### src/rtl/pdr_pkg.sv
package pdr_pkg;
    typedef enum logic [0:0] {
        S_IDLE  = 1'b0,
        S_DRAIN = 1'b1
    } pdr_state_e;
endpackage

### src/rtl/pdr_pred_file.sv
module pdr_pred_file #(
    parameter int unsigned NUM_PREDS = 8,
    parameter int unsigned PW        = 3
) (
    input  logic                 clk,
    input  logic                 rst_n,
    input  logic                 wr_en,
    input  logic [PW-1:0]        wr_idx,
    input  logic                 wr_val,
    output logic [NUM_PREDS-1:0] pred_q
);
    // Reads see registered contents only: a same-cycle write is not forwarded.
    always_ff @(posedge clk or negedge rst_n) begin
        if (!rst_n) begin
            pred_q <= '1;
        end else if (wr_en) begin
            pred_q[wr_idx] <= wr_val;
        end
    end
endmodule

### src/rtl/pdr_lowest_pick.sv
module pdr_lowest_pick #(
    parameter int unsigned NUM_SLOTS = 5,
    parameter int unsigned SW        = 3
) (
    input  logic [NUM_SLOTS-1:0] cand,
    output logic                 pick_vld,
    output logic [NUM_SLOTS-1:0] pick_oh,
    output logic [SW-1:0]        pick_idx,
    output logic                 multi
);
    always_comb begin
        pick_oh  = '0;
        pick_idx = '0;
        for (int i = NUM_SLOTS - 1; i >= 0; i--) begin
            if (cand[i]) begin
                pick_oh  = '0;
                pick_oh[i] = 1'b1;
                pick_idx = SW'(i);
            end
        end
        pick_vld = |cand;
        multi    = |(cand & (cand - 1'b1));
    end
endmodule

### src/rtl/pred_dispatch_resolver.sv
module pred_dispatch_resolver #(
    parameter int unsigned NUM_SLOTS  = 5,
    parameter int unsigned NUM_UNITS  = 2,
    parameter int unsigned NUM_PREDS  = 8,
    parameter int unsigned DETECT_LAT = 0,
    localparam int unsigned SW = (NUM_SLOTS > 1) ? $clog2(NUM_SLOTS) : 1,
    localparam int unsigned UW = (NUM_UNITS > 1) ? $clog2(NUM_UNITS) : 1,
    localparam int unsigned PW = (NUM_PREDS > 1) ? $clog2(NUM_PREDS) : 1
) (
    input  logic                     clk,
    input  logic                     rst_n,
    input  logic [NUM_SLOTS-1:0]     slot_vld_i,
    input  logic [NUM_SLOTS*UW-1:0]  slot_unit_i,
    input  logic [NUM_SLOTS*PW-1:0]  slot_pred_i,
    input  logic                     pwr_en_i,
    input  logic [PW-1:0]            pwr_idx_i,
    input  logic                     pwr_val_i,
    output logic [NUM_UNITS-1:0]     unit_vld_o,
    output logic [NUM_UNITS*SW-1:0]  unit_slot_o,
    output logic                     stall_o
);
    import pdr_pkg::*;

    pdr_state_e             state_q, state_d;
    logic [NUM_SLOTS-1:0]   rem_q, rem_d;
    logic [NUM_PREDS-1:0]   pred_q;
    logic [NUM_SLOTS-1:0]   live_now;
    logic [NUM_SLOTS-1:0]   src_mask;
    logic [NUM_SLOTS-1:0]   sel_all;
    logic [NUM_UNITS-1:0]   pick_vld;
    logic [NUM_UNITS-1:0]   pick_multi;
    logic [NUM_SLOTS-1:0]   pick_oh  [NUM_UNITS];
    logic [SW-1:0]          pick_idx [NUM_UNITS];
    logic                   conflict;
    logic                   issue;
    logic                   in_idle;

    pdr_pred_file #(
        .NUM_PREDS (NUM_PREDS),
        .PW        (PW)
    ) u_pred_file (
        .clk    (clk),
        .rst_n  (rst_n),
        .wr_en  (pwr_en_i),
        .wr_idx (pwr_idx_i),
        .wr_val (pwr_val_i),
        .pred_q (pred_q)
    );

    // Guard lookup and squash of false-guarded slots.
    always_comb begin
        for (int s = 0; s < NUM_SLOTS; s++) begin
            live_now[s] = slot_vld_i[s] & pred_q[slot_pred_i[s*PW +: PW]];
        end
    end

    assign in_idle  = (state_q == S_IDLE);
    assign src_mask = in_idle ? live_now : rem_q;

    // One lowest-slot picker per functional unit.
    for (genvar u = 0; u < NUM_UNITS; u++) begin : g_unit
        logic [NUM_SLOTS-1:0] cand;
        always_comb begin
            for (int s = 0; s < NUM_SLOTS; s++) begin
                cand[s] = src_mask[s] && (slot_unit_i[s*UW +: UW] == UW'(u));
            end
        end
        pdr_lowest_pick #(
            .NUM_SLOTS (NUM_SLOTS),
            .SW        (SW)
        ) u_pick (
            .cand     (cand),
            .pick_vld (pick_vld[u]),
            .pick_oh  (pick_oh[u]),
            .pick_idx (pick_idx[u]),
            .multi    (pick_multi[u])
        );
    end

    always_comb begin
        sel_all = '0;
        for (int u = 0; u < NUM_UNITS; u++) begin
            sel_all = sel_all | pick_oh[u];
        end
    end

    assign conflict = |pick_multi;

    // State register.
    always_ff @(posedge clk or negedge rst_n) begin
        if (!rst_n) begin
            state_q <= S_IDLE;
            rem_q   <= '0;
        end else begin
            state_q <= state_d;
            rem_q   <= rem_d;
        end
    end

    // Next state, stall and issue decision.
    always_comb begin
        state_d = state_q;
        rem_d   = '0;
        stall_o = 1'b0;
        issue   = 1'b0;
        unique case (state_q)
            S_IDLE: begin
                if (!conflict) begin
                    issue   = 1'b1;
                    state_d = S_IDLE;
                end else if (DETECT_LAT == 0) begin
                    issue   = 1'b1;
                    stall_o = 1'b1;
                    rem_d   = live_now & ~sel_all;
                    state_d = S_DRAIN;
                end else begin
                    stall_o = 1'b1;
                    rem_d   = live_now;
                    state_d = S_DRAIN;
                end
            end
            S_DRAIN: begin
                issue   = 1'b1;
                rem_d   = rem_q & ~sel_all;
                stall_o = |rem_d;
                state_d = (|rem_d) ? S_DRAIN : S_IDLE;
            end
            default: begin
                state_d = S_IDLE;
            end
        endcase
    end

    // Unit outputs.
    always_comb begin
        for (int u = 0; u < NUM_UNITS; u++) begin
            unit_vld_o[u]            = issue & pick_vld[u];
            unit_slot_o[u*SW +: SW]  = (issue & pick_vld[u]) ? pick_idx[u] : '0;
        end
    end
endmodule

### config.mk
export PLATFORM = sky130hd
export DESIGN_NAME = pred_dispatch_resolver
export DESIGN_NICKNAME = d
export VERILOG_FILES = /design/src/rtl/pdr_pkg.sv /design/src/rtl/pdr_pred_file.sv /design/src/rtl/pdr_lowest_pick.sv /design/src/rtl/pred_dispatch_resolver.sv
export SDC_FILE = /design/constraint.sdc
export NUM_CORES = 1
export LEC_CHECK = 0
export BUFFER_PORTS_ARGS = -buffer_cell sky130_fd_sc_hd__buf_4
export CAP_MARGIN = 20
export CORE_ASPECT_RATIO = 2
export CORE_MARGIN = 5
export CORE_UTILIZATION = 40
export CTS_CLUSTER_DIAMETER = 120
export DETAILED_ROUTE_END_ITERATION = 10
export PLACE_DENSITY = 0.66
export SLEW_MARGIN = 20
export SYNTH_ARGS = -nofsm -noshare
export SYNTH_HDL_FRONTEND = slang
export SYNTH_SLANG_ARGS = --single-unit
### constraint.sdc
create_clock -name clk -period 2.7 [get_ports clk]
set_input_delay 0.135 -clock clk [delete_from_list [all_inputs] [get_ports clk]]
set_output_delay 0.135 -clock clk [all_outputs]
set_load 0.01 [all_outputs]
======== Yosys cells after proc, flatten, opt, wreduce, memory -nomap -nowiden ========
Cells that the tools add are included.
cells by class
  $add $sub $neg .......................... 2
  $mul .................................... 0
  div/mod/pow operators ................... 0
  order comparisons ....................... 7
  eq/ne operators ......................... 0
  shift operators ......................... 0
  muxes and demuxes ....................... 42
  bitwise gates (word level) .............. 17
  reductions and logical operators ........ 15
operator list
  cell                                                        count
  2-to-1 mux 5 bit                                            12
  2-to-1 mux 3 bit                                            12
  less-than comparator 3 x 4 -> 1 bit, second input constant  6
  AND 5 bit                                                   4
  binary-select mux 1 bit (select 3 bit)                      5
  OR reduction 5 bit                                          3
  logical AND 1 bit                                           11
  case mux 5 bit (2 select lines)                             1
  OR reduction 10 bit                                         1
  subtractor 5 x 1 -> 5 bit, second input constant            2
  bitwise mux 8 bit                                           1
  2-to-1 mux 1 bit                                            8
  inverter 1 bit                                              6
  AND 1 bit                                                   5
  inverter 5 bit                                              1
  OR 5 bit                                                    1
  case mux 1 bit (2 select lines)                             2
  demux 1 bit (select 3 bit)                                  1
  >= comparator 3 x 1 -> 1 bit, second input constant         1
storage, ports and cells
  register bits ........................... 14
  bits in latches ......................... 0
  bits in writable memories ............... 0
  ROM bits ................................ 0
  input bits .............................. 32
  output and inout bits ................... 9
  word-level logic and storage cells ...... 86
  memories kept ........................... 0

======== Longest topological paths before layout ========
Gate-level depths: netlist of run 1.
  depth after elaboration ................. 16
  mapped depth ............................ 8
  gate-level depth less buffers ........... 6

======== Cells and area by module ========
A second synthesis of run 1 with hierarchy kept.
unflattened totals
  cell total of the unflattened synthesis .. 172
  area, all modules ....................... 1547.7 um2
by module, submodules not included
  module                  instances  cells an instance  area each (um2)  sequential area each (um2)
  pred_dispatch_resolver  1          116                945.9            150.1
  pdr_pred_file           1          24                 396.6            210.2
  pdr_lowest_pick         2          16                 102.6            0.0

======== Worst setup path after synthesis of run 1 ========
OpenSTA, ideal clock, no wires.
  path type ............................... reg-to-output
  start ................................... register u_pred_file.pred_q[0]
  end ..................................... output port unit_vld_o[0]
  data arrival time ....................... 1.864 ns
  required time ........................... 2.565 ns
  slack ................................... 0.701 ns
  cell stages (with the launch flop) ...... 8
  buffers on the path ..................... 1
  cell sequence ........................... dfstp_2 nor2b_1 a2111oi_2 nor4_4 a221o_2 or2_1 nand2b_1 buf_4
between the ends
  longest elaborated chain between the ends .. 6
  elaborated cells on any way between the ends .. 22
  those cells by class .................... 11 x mux; 5 x bitwise; 6 x reduce/logical
ends and longest elaborated chain
  item                                    RTL line                      text
  start: declaration                      pdr_pred_file.sv:10           output logic [NUM_PREDS-1:0] pred_q
  start signal: indexed assignment        pdr_pred_file.sv:17           pred_q[wr_idx] <= wr_val;
  binary-select mux 1 bit (select 3 bit)  pred_dispatch_resolver.sv:53  live_now[s] = slot_vld_i[s] & pred_q[slot_pred_i[s*PW +: PW]];
  2-to-1 mux 1 bit (not written as such)  pred_dispatch_resolver.sv:53
  AND 1 bit                               pred_dispatch_resolver.sv:53
  2-to-1 mux 5 bit (*)                    pred_dispatch_resolver.sv:58  assign src_mask = in_idle ? live_now : rem_q;
  logical AND 1 bit                       pred_dispatch_resolver.sv:65  cand[s] = src_mask[s] && (slot_unit_i[s*UW +: UW] == UW'(u));
  OR reduction 5 bit (*)                  pdr_lowest_pick.sv:21         pick_vld = |cand;
  end: declaration                        pred_dispatch_resolver.sv:18  output logic [NUM_UNITS-1:0] unit_vld_o,
Every way passes the cells marked *; elsewhere a longest branch is shown, timed or not. The select of a mux whose other input is x is not followed.

======== Worst setup path in the final report of run 1 ========
  start ................................... register u_pred_file.pred_q[0]
  end ..................................... output port stall_o
between the ends
  longest elaborated chain between the ends .. 15
  elaborated cells on any way between the ends .. 47
  those cells by class .................... 2 x add/sub; 23 x mux; 10 x bitwise; 12 x reduce/logical
ends and longest elaborated chain
  item                                    RTL line                       text
  binary-select mux 1 bit (select 3 bit)  pred_dispatch_resolver.sv:53
  2-to-1 mux 1 bit (not written as such)  pred_dispatch_resolver.sv:53
  AND 1 bit                               pred_dispatch_resolver.sv:53
  2-to-1 mux 5 bit (*)                    pred_dispatch_resolver.sv:58
  logical AND 1 bit                       pred_dispatch_resolver.sv:65
  2-to-1 mux 5 bit (5 in a row)           pdr_lowest_pick.sv:15          if (cand[i]) begin
  OR 5 bit                                pred_dispatch_resolver.sv:83   sel_all = sel_all | pick_oh[u];
  inverter 5 bit                          pred_dispatch_resolver.sv:124  rem_d = rem_q & ~sel_all;
  AND 5 bit                               pred_dispatch_resolver.sv:124
  OR reduction 5 bit                      pred_dispatch_resolver.sv:125  stall_o = |rem_d;
  case mux 1 bit (2 select lines) (*)     pred_dispatch_resolver.sv:106  unique case (state_q)
  end: declaration                        pred_dispatch_resolver.sv:20   output logic stall_o
Marks and branches as above.

==> metrics.csv, run 1 <==
stage,metric,value,unit
final_layout,layout cells sized above 1,43.5,%
power,VDD IR max,0.302,mV
yosys,cell area after synthesis,0.00138,mm²
setup_path,"Cell Chain, Critical Path",nor2b_1 -> a2111oi_2 -> nor4_4 -> a221o_2 -> o31ai_2 -> o211ai_1 -> buf_4,
yosys,YS warnings,0,
floorplanning,chip height,92.9,µm
clocking,CTS tree,built,
timing,Final Slew Violations,0,
routing,Detail Route Antenna Nets,0,
clocking,Clock Latency Late Sink,240,ps
power,Psw,0.000375,W
final_layout,final std cells w/o fill,218,
place,Final HPWL DP,3280,µm
yosys,number of synthesized flops with an enable pin,0,
setup_path,Crit. End Element,output pin,
yosys,ys flop type,dfstp_2,
setup_path,Worst EP arrival,2300,ps
global_routing,number of global-route vias before repair,1349,
setup_path,Worst path slowest cell,a2111oi_2,
routing,DR vias/cell,5.85,
timing,fmax,0.410,GHz
power,share of power burned in registers,33.4,%
clocking,CTS-repair resized insts,0,
yosys,complex-gate fraction of the synthesized area,20.3,%
outcome,status,"finished, final reports clean",
floorplanning,Die Wd,51.5,µm
floorplanning,Initial Util,40.7,%
setup_path,"CP delay by family, top",compound AO/OA/AOI/OAI gates,
power,Clk pwr share,19.7,%
yosys,largest family of logic cells by synthesized area,simple AND/OR/NAND/NOR gates,
floorplanning,Core Region,0.00338,mm²
global_routing,antenna violations before repair,0,
setup_path,CP Buf/Inv Count,1,
clocking,# Post-CTS Setup Buffers,0,
yosys,Unique masters post-synth,51,
yosys,Mapped Cells,144,
floorplanning,Site Rows,30,
global_routing,largest net degree at the start of global routing,15,
clocking,htree depth,1,
timing,crit path time final,2440,ps
global_routing,global-route wire length before repair,6290,µm
yosys,Syn Area/Cell,9.55,µm²
run,Max-cap violations,0,
final_layout,Layout area overhead,26.8,%
yosys,Mapped Nets,176,
setup_path,largest stage delay on the critical path,410,ps
place,placed cell count,213,
floorplanning,die area,0.00478,mm²
yosys,register area share after synthesis,26.2,%
final_layout,"Net count, final",219,
power,Pwr Density,590,mW/mm²
setup_path,crit path kind,reg -> out,
yosys,Post-Synth Simple-Gate Area,25.0,%
yosys,top post-synthesis cells by area,"dfstp_2, dfrtp_1, mux2_2",
clocking,CTS Buffer Depth,2,
timing,setup_tns,0,ps
yosys,"FF+latch count, synth",14,
place,GP Congestion,0.915,
power,Logic pwr share,46.9,%
yosys,multiplexer share of the synthesized area,22.0,%
power,Leak,0.777,nW
timing,RSZ-0062 raised after global routing,false,
final_layout,Antenna Cells,0,
floorplanning,I/O pin count,41,
routing,drt drc,0,
clocking,CTS Buf Count,3,
setup_path,Worst Setup Start Kind,flop,
clocking,Root Buffer,clkbuf_8,
timing,Fin. Hold Viols,0,
yosys,"Async S/R FF share, synth",100,%
global_routing,total gr overflow,0,
clocking,hold-fix buffers at CTS,1,
min_path,worst hold path type,in -> reg,
routing,vias,1276,
setup_path,worst endpoint required time,2570,ps
yosys,post-synthesis adder-cell area fraction,0,%
timing,Worst Skew,1.82,ps
clocking,CTS sink count,14,
yosys,xor and xnor area share after synthesis,1.27,%
power,Internal Power,0.000653,W
routing,Avg WL per Cell,17.6,µm
place,PortBufs,40,
setup_path,CP Max Fanout,6,
power,switching share of power,36.5,%
timing,Final Setup Violations,0,
routing,drt first-iter violations,24,
timing,final period utilization,90.3,%
global_routing,Total GRT Usage,17.4,%
yosys,share of the synthesized area in the top cell type,15.3,%
yosys,Synth area leader,dfstp_2,
routing,Detailed Route WL,3840,µm
routing,router iterations before antenna repair,4,
clocking,"Clk pin slew, worst setup/hold paths",60,ps
registers in the layout, indices dropped and copies added (netlist names):
register	cells
state_q	1
u_pred_file.pred_q	8
rem_q	5
cells in the final DEF (no fill, tap or decap), drive strengths merged, types with 2 or more instances in the layout:
cell type   n
nor2       13
and3        3
dfstp       8
o21ai       3
a41oi       2
mux2       14
buf        41
o22ai       2
mux4        2
o21a        2
and2        3
nor3        6
a32oi       2
inv         6
and2b       2
mux2i      10
a2bb2oi     2
nor2b       8
nand2      12
a221o       2
nor3b       2
nand4b      2
dfrtp       6
a221oi      2
a22oi       3
clkbuf      4
a21oi       2
nand2b      6
power groups by stage:
stage | clock network, W | registers [W] | logic [W]
6_report | 0.000203 | 0.000344 | 0.000482
5_1_grt | 0.000223 | 0.000350 | 0.000527
4_1_cts | 0.000210 | 0.000344 | 0.000487
3_5_place_dp | 0 | 0.000348 | 0.000484
3_3_place_gp | 0 | 0.000339 | 0.000478
2_1_floorplan | 0 | 0.000310 | 0.000353
through the flow:
| stage | power (W) | cell area (µm²) | utilization (%) | setup slack, ps | hold WS (ps) |
|---|---|---|---|---|---|
| finish | 0.00103 | 1740 | 51.6 | 262 | 132 |
| global route | 0.00110 | 1740 | 51.6 | 44.1 | 131 |
| CTS | 0.00104 | 1740 | 51.6 | 248 | 130 |
| detailed placement | 0.000832 | 1680 | 49.7 | 519 | -4.44 |
| global placement | 0.000816 | 1680 | 49.7 | 577 | -8.37 |
| floorplan | 0.000663 | 1380 | - | 701 | -161 |
kinds of logic (layout without fill, tap and decap cells):
| kind of cell | Yosys count | count (layout) |
|---|---|---|
| other | 1 | 1 |
| AOI/OAI and AO/OA | 30 | 30 |
| buffers and inverters | 10 | 52 |
| xor gates and xnor gates | 2 | 2 |
| DFF | 14 | 14 |
| and+or+nand+nor | 61 | 61 |
| muxes | 26 | 26 |
cell type report:
cell class	instances	area [µm²]
Tap cell	32	40.0
Fill cell	342	1640
Multi-Input combinational cell	120	947
Timing Repair Buffer	42	318
Sequential cell	14	360
Inverter	6	22.5
Clock buffer	4	55.1
layer usage:
metal	vias to the layer above	wire length [µm]	GRT usage [%]	share of wire, %
met3	8	151	2.74	3.9
met1	614	1330	16.9	35
li1	622	-	-	-
met4	0	118	10.1	3.1
met5	-	0	0	0
met2	32	2240	32.7	58
synth_stat cells (2+ instances only):
master,number
mux2_2,12
nand2_1,12
nor2_1,12
mux2i_1,10
dfstp_2,8
nor2b_1,8
dfrtp_1,6
inv_1,6
nand2b_1,6
nor3_1,6
a22oi_1,3
and2_2,3
and3_1,3
a21oi_1,2
a221o_2,2
a2bb2oi_1,2
a41oi_1,2
buf_4,2
mux2_1,2
mux4_2,2
nand4b_1,2
nor3b_1,2
o21a_1,2
o21ai_0,2
worst paths after layout:
check                                       from  cells after the start                    end  slack [ps]
max                        u_pred_file.pred_q[0]                      7                stall_o         260
min                               slot_unit_i[3]                      2               rem_q[3]         130
max reg2reg                u_pred_file.pred_q[0]                      6                state_q         670
min reg2reg                u_pred_file.pred_q[0]                      1  u_pred_file.pred_q[0]         660
max in group asynchronous                  rst_n                      2  u_pred_file.pred_q[2]        2180
min in group asynchronous                  rst_n                      2               rem_q[2]         280
(Power assumes the default switching activity.)
==> run 2: changes to the inputs <==
--- a/config.mk
+++ b/config.mk
@@ -7,13 +7,14 @@
 export LEC_CHECK = 0
 export BUFFER_PORTS_ARGS = -buffer_cell sky130_fd_sc_hd__buf_4
 export CAP_MARGIN = 20
+export CELL_PAD_IN_SITES_DETAIL_PLACEMENT = 0
+export CELL_PAD_IN_SITES_GLOBAL_PLACEMENT = 1
 export CORE_ASPECT_RATIO = 2
 export CORE_MARGIN = 5
-export CORE_UTILIZATION = 40
+export CORE_UTILIZATION = 38
 export CTS_CLUSTER_DIAMETER = 120
 export DETAILED_ROUTE_END_ITERATION = 10
-export PLACE_DENSITY = 0.66
-export SLEW_MARGIN = 20
+export PLACE_DENSITY = 0.8
 export SYNTH_ARGS = -nofsm -noshare
 export SYNTH_HDL_FRONTEND = slang
 export SYNTH_SLANG_ARGS = --single-unit
==> run 2 against run 1 <==
  * Sequential share of layout area fell by 0.16 points
  * Sequential cell count did not move
  * Cell count rose by 7.3%
  * Total power fell by 0.92%
  * Worst setup slack got worse by 52 ps
  * Highest routed layer unchanged
==> metrics.csv, run 2 (synthesis gave the netlist of run 1 again) <==
stage,metric,value,unit,change
place,Final HPWL DP,3170,µm,-3.5%
power,Psw,0.000372,W,-0.80%
clocking,"Clk pin slew, worst setup/hold paths",60,ps,about the same
global_routing,total gr overflow,0,,unchanged
floorplanning,Initial Util,38.5,%,-2.2 points
final_layout,layout cells sized above 1,43.2,%,-0.31 points
final_layout,Layout area overhead,27.8,%,
floorplanning,chip height,95.1,µm,+2.3%
place,DP Worst Slack,515,ps,-4.86 ps
timing,worst rel slew slack,66.4,%,
routing,Detail Route Antenna Nets,0,,unchanged
clocking,CTS Buf Count,3,,unchanged
timing,Worst Skew,5.82,ps,+4.00 ps
floorplanning,I/O pin count,41,,unchanged
timing,Final Slew Violations,0,,unchanged
clocking,CTS Buffer Depth,2,,unchanged
final_layout,Reg with most FFs,u_pred_file.pred_q,,
clocking,Root Buffer,clkbuf_8,,
clocking,Clock Latency Late Sink,240,ps,about the same
min_path,worst hold path type,in -> reg,,
power,Pwr Density,580,mW/mm²,-1.7%
power,Internal Power,0.000647,W,-0.98%
routing,router iterations before antenna repair,5,,+1
floorplanning,Core Region,0.00357,mm²,+5.6%
power,VDD IR max,0.343,mV,+14%
routing,Avg WL per Cell,16.0,µm,-9.1%
final_layout,"commonest non-fill, non-tap cells in the layout","buf_4, nor2_1, nand2_1, mux2_2, mux2i_1",,
clocking,hold-fix buffers at CTS,1,,unchanged
timing,worst slew pin tran,499,ps,
setup_path,Crit. End Element,output pin,,
final_layout,"commonest non-fill, non-tap cell in the layout",buf_4,,
setup_path,crit path kind,reg -> out,,
power,Clk pwr share,19.9,%,+0.2 points
global_routing,Total GRT Usage,16.6,%,-0.83 points
routing,Detailed Route WL,3750,µm,-2.4%
global_routing,number of global-route vias before repair,1367,,+1.3%
timing,RSZ-0062 raised after global routing,false,,
final_layout,Antenna Cells,0,,unchanged
power,Logic pwr share,45.7,%,-1.2 points
routing,DR vias/cell,5.44,,-7.1%
timing,setup_tns,0,ps,unchanged
setup_path,worst endpoint required time,2570,ps,about the same
clocking,# Post-CTS Setup Buffers,0,,unchanged
floorplanning,die area,0.00499,mm²,+4.5%
final_layout,max FFs per register,8,,unchanged
final_layout,"Net count, final",218,,-0.46%
clocking,CTS sink count,14,,unchanged
clocking,htree depth,1,,unchanged
global_routing,global-route wire length before repair,6220,µm,-1.1%
global_routing,antenna violations before repair,0,,unchanged
routing,drt drc,0,,unchanged
place,GP Congestion,0.893,,-2.4%
floorplanning,Die Wd,52.5,µm,+2.1%
final_layout,biggest regs,"u_pred_file.pred_q: 8 flops, rem_q: 5 flops, state_q: 1 flops",,
power,Leak,0.772,nW,-0.67%
routing,vias,1273,,-0.24%
final_layout,post-route cell area,0.00176,mm²,+0.79%
setup_path,Worst Setup Start Kind,flop,,
timing,crit path time final,2490,ps,+51.7 ps
global_routing,largest net degree at the start of global routing,15,,unchanged
timing,fmax,0.402,GHz,-2.1%
timing,Fin. Hold Viols,0,,unchanged
clocking,CTS tree,built,,
timing,post-route setup slack,211,ps,-51.7 ps
setup_path,Worst EP arrival,2350,ps,+50 ps
clocking,CTS-repair resized insts,0,,unchanged
power,switching share of power,36.5,%,+0.043 points
place,PortBufs,40,,unchanged
timing,final period utilization,92.2,%,+1.9 points
floorplanning,Site Rows,31,,+3.3%
outcome,status,"finished, final reports clean",,
timing,Final Setup Violations,0,,unchanged
power,share of power burned in registers,34.4,%,+1.0 points
place,area post-placement,0.00169,mm²,+0.82%
run,Max-cap violations,0,,unchanged
routing,drt first-iter violations,40,,+67%
setup_path,CP Max Fanout,6,,unchanged
-- run 2: changes by cell type in the layout (fill, tap and decap cells not counted), sizes merged --
cell  change
buf       -1
-- run 2: final timing paths --
kind,slack [ps],start,cells past startpoint,to
hold reg to reg,660,u_pred_file.pred_q[0],1,u_pred_file.pred_q[0]
setup reg to reg,650,state_q,5,state_q
hold / removal,110,slot_unit_i[3],2,rem_q[3]
max in group asynchronous,2170,rst_n,2,u_pred_file.pred_q[1]
setup / recovery,210,u_pred_file.pred_q[7],6,unit_slot_o[3]
min in group asynchronous,290,rst_n,2,rem_q[1]
-- run 2: area by class of cell --
type,count,area (µm²)
Multi-Input combinational cell,120,947
Inverter,6,22.5
Timing Repair Buffer,41,310
Fill cell,373,1810
Clock buffer,4,55.1
Sequential cell,14,360
Tap cell,49,61.3
-- run 2: per-layer routing --
layer,up-vias,GRT usage (%),share of wire [%]
met5,-,0,0
met4,0,6.40,1.5
met3,6,2.82,4.9
met2,45,32.2,58
met1,604,16.5,35
li1,618,-,-
-- run 2: stage by stage --
step | hold WS (ps) | instances | power [W] | utilization (%)
floorplan | -161 | 144 | 0.000663 | -
global placement | -0.705 | 229 | 0.000807 | 47.4
finish | 112 | 234 | 0.00102 | 49.2
global route | 127 | 234 | 0.00109 | 49.2
detailed placement | 2.58 | 229 | 0.000821 | 47.4
CTS | 102 | 234 | 0.00103 | 49.2
-- run 2: power by group through the flow --
stage / combinational [W] / sequential [W] / clock (W)
floorplan: 0.000353 / 0.000310 / 0
global placement: 0.000458 / 0.000350 / 0
detailed placement: 0.000467 / 0.000354 / 0
CTS: 0.000471 / 0.000350 / 0.000213
global route: 0.000508 / 0.000363 / 0.000221
finish: 0.000465 / 0.000350 / 0.000203
-- run 2: worst max-delay path, stage by stage (launching register included) --
cell       delay [ps]
dfstp_2           590
mux2_2            170
a2bb2oi_1         230
a32oi_1           210
or3_1             410
a221oi_1          310
buf_4             180
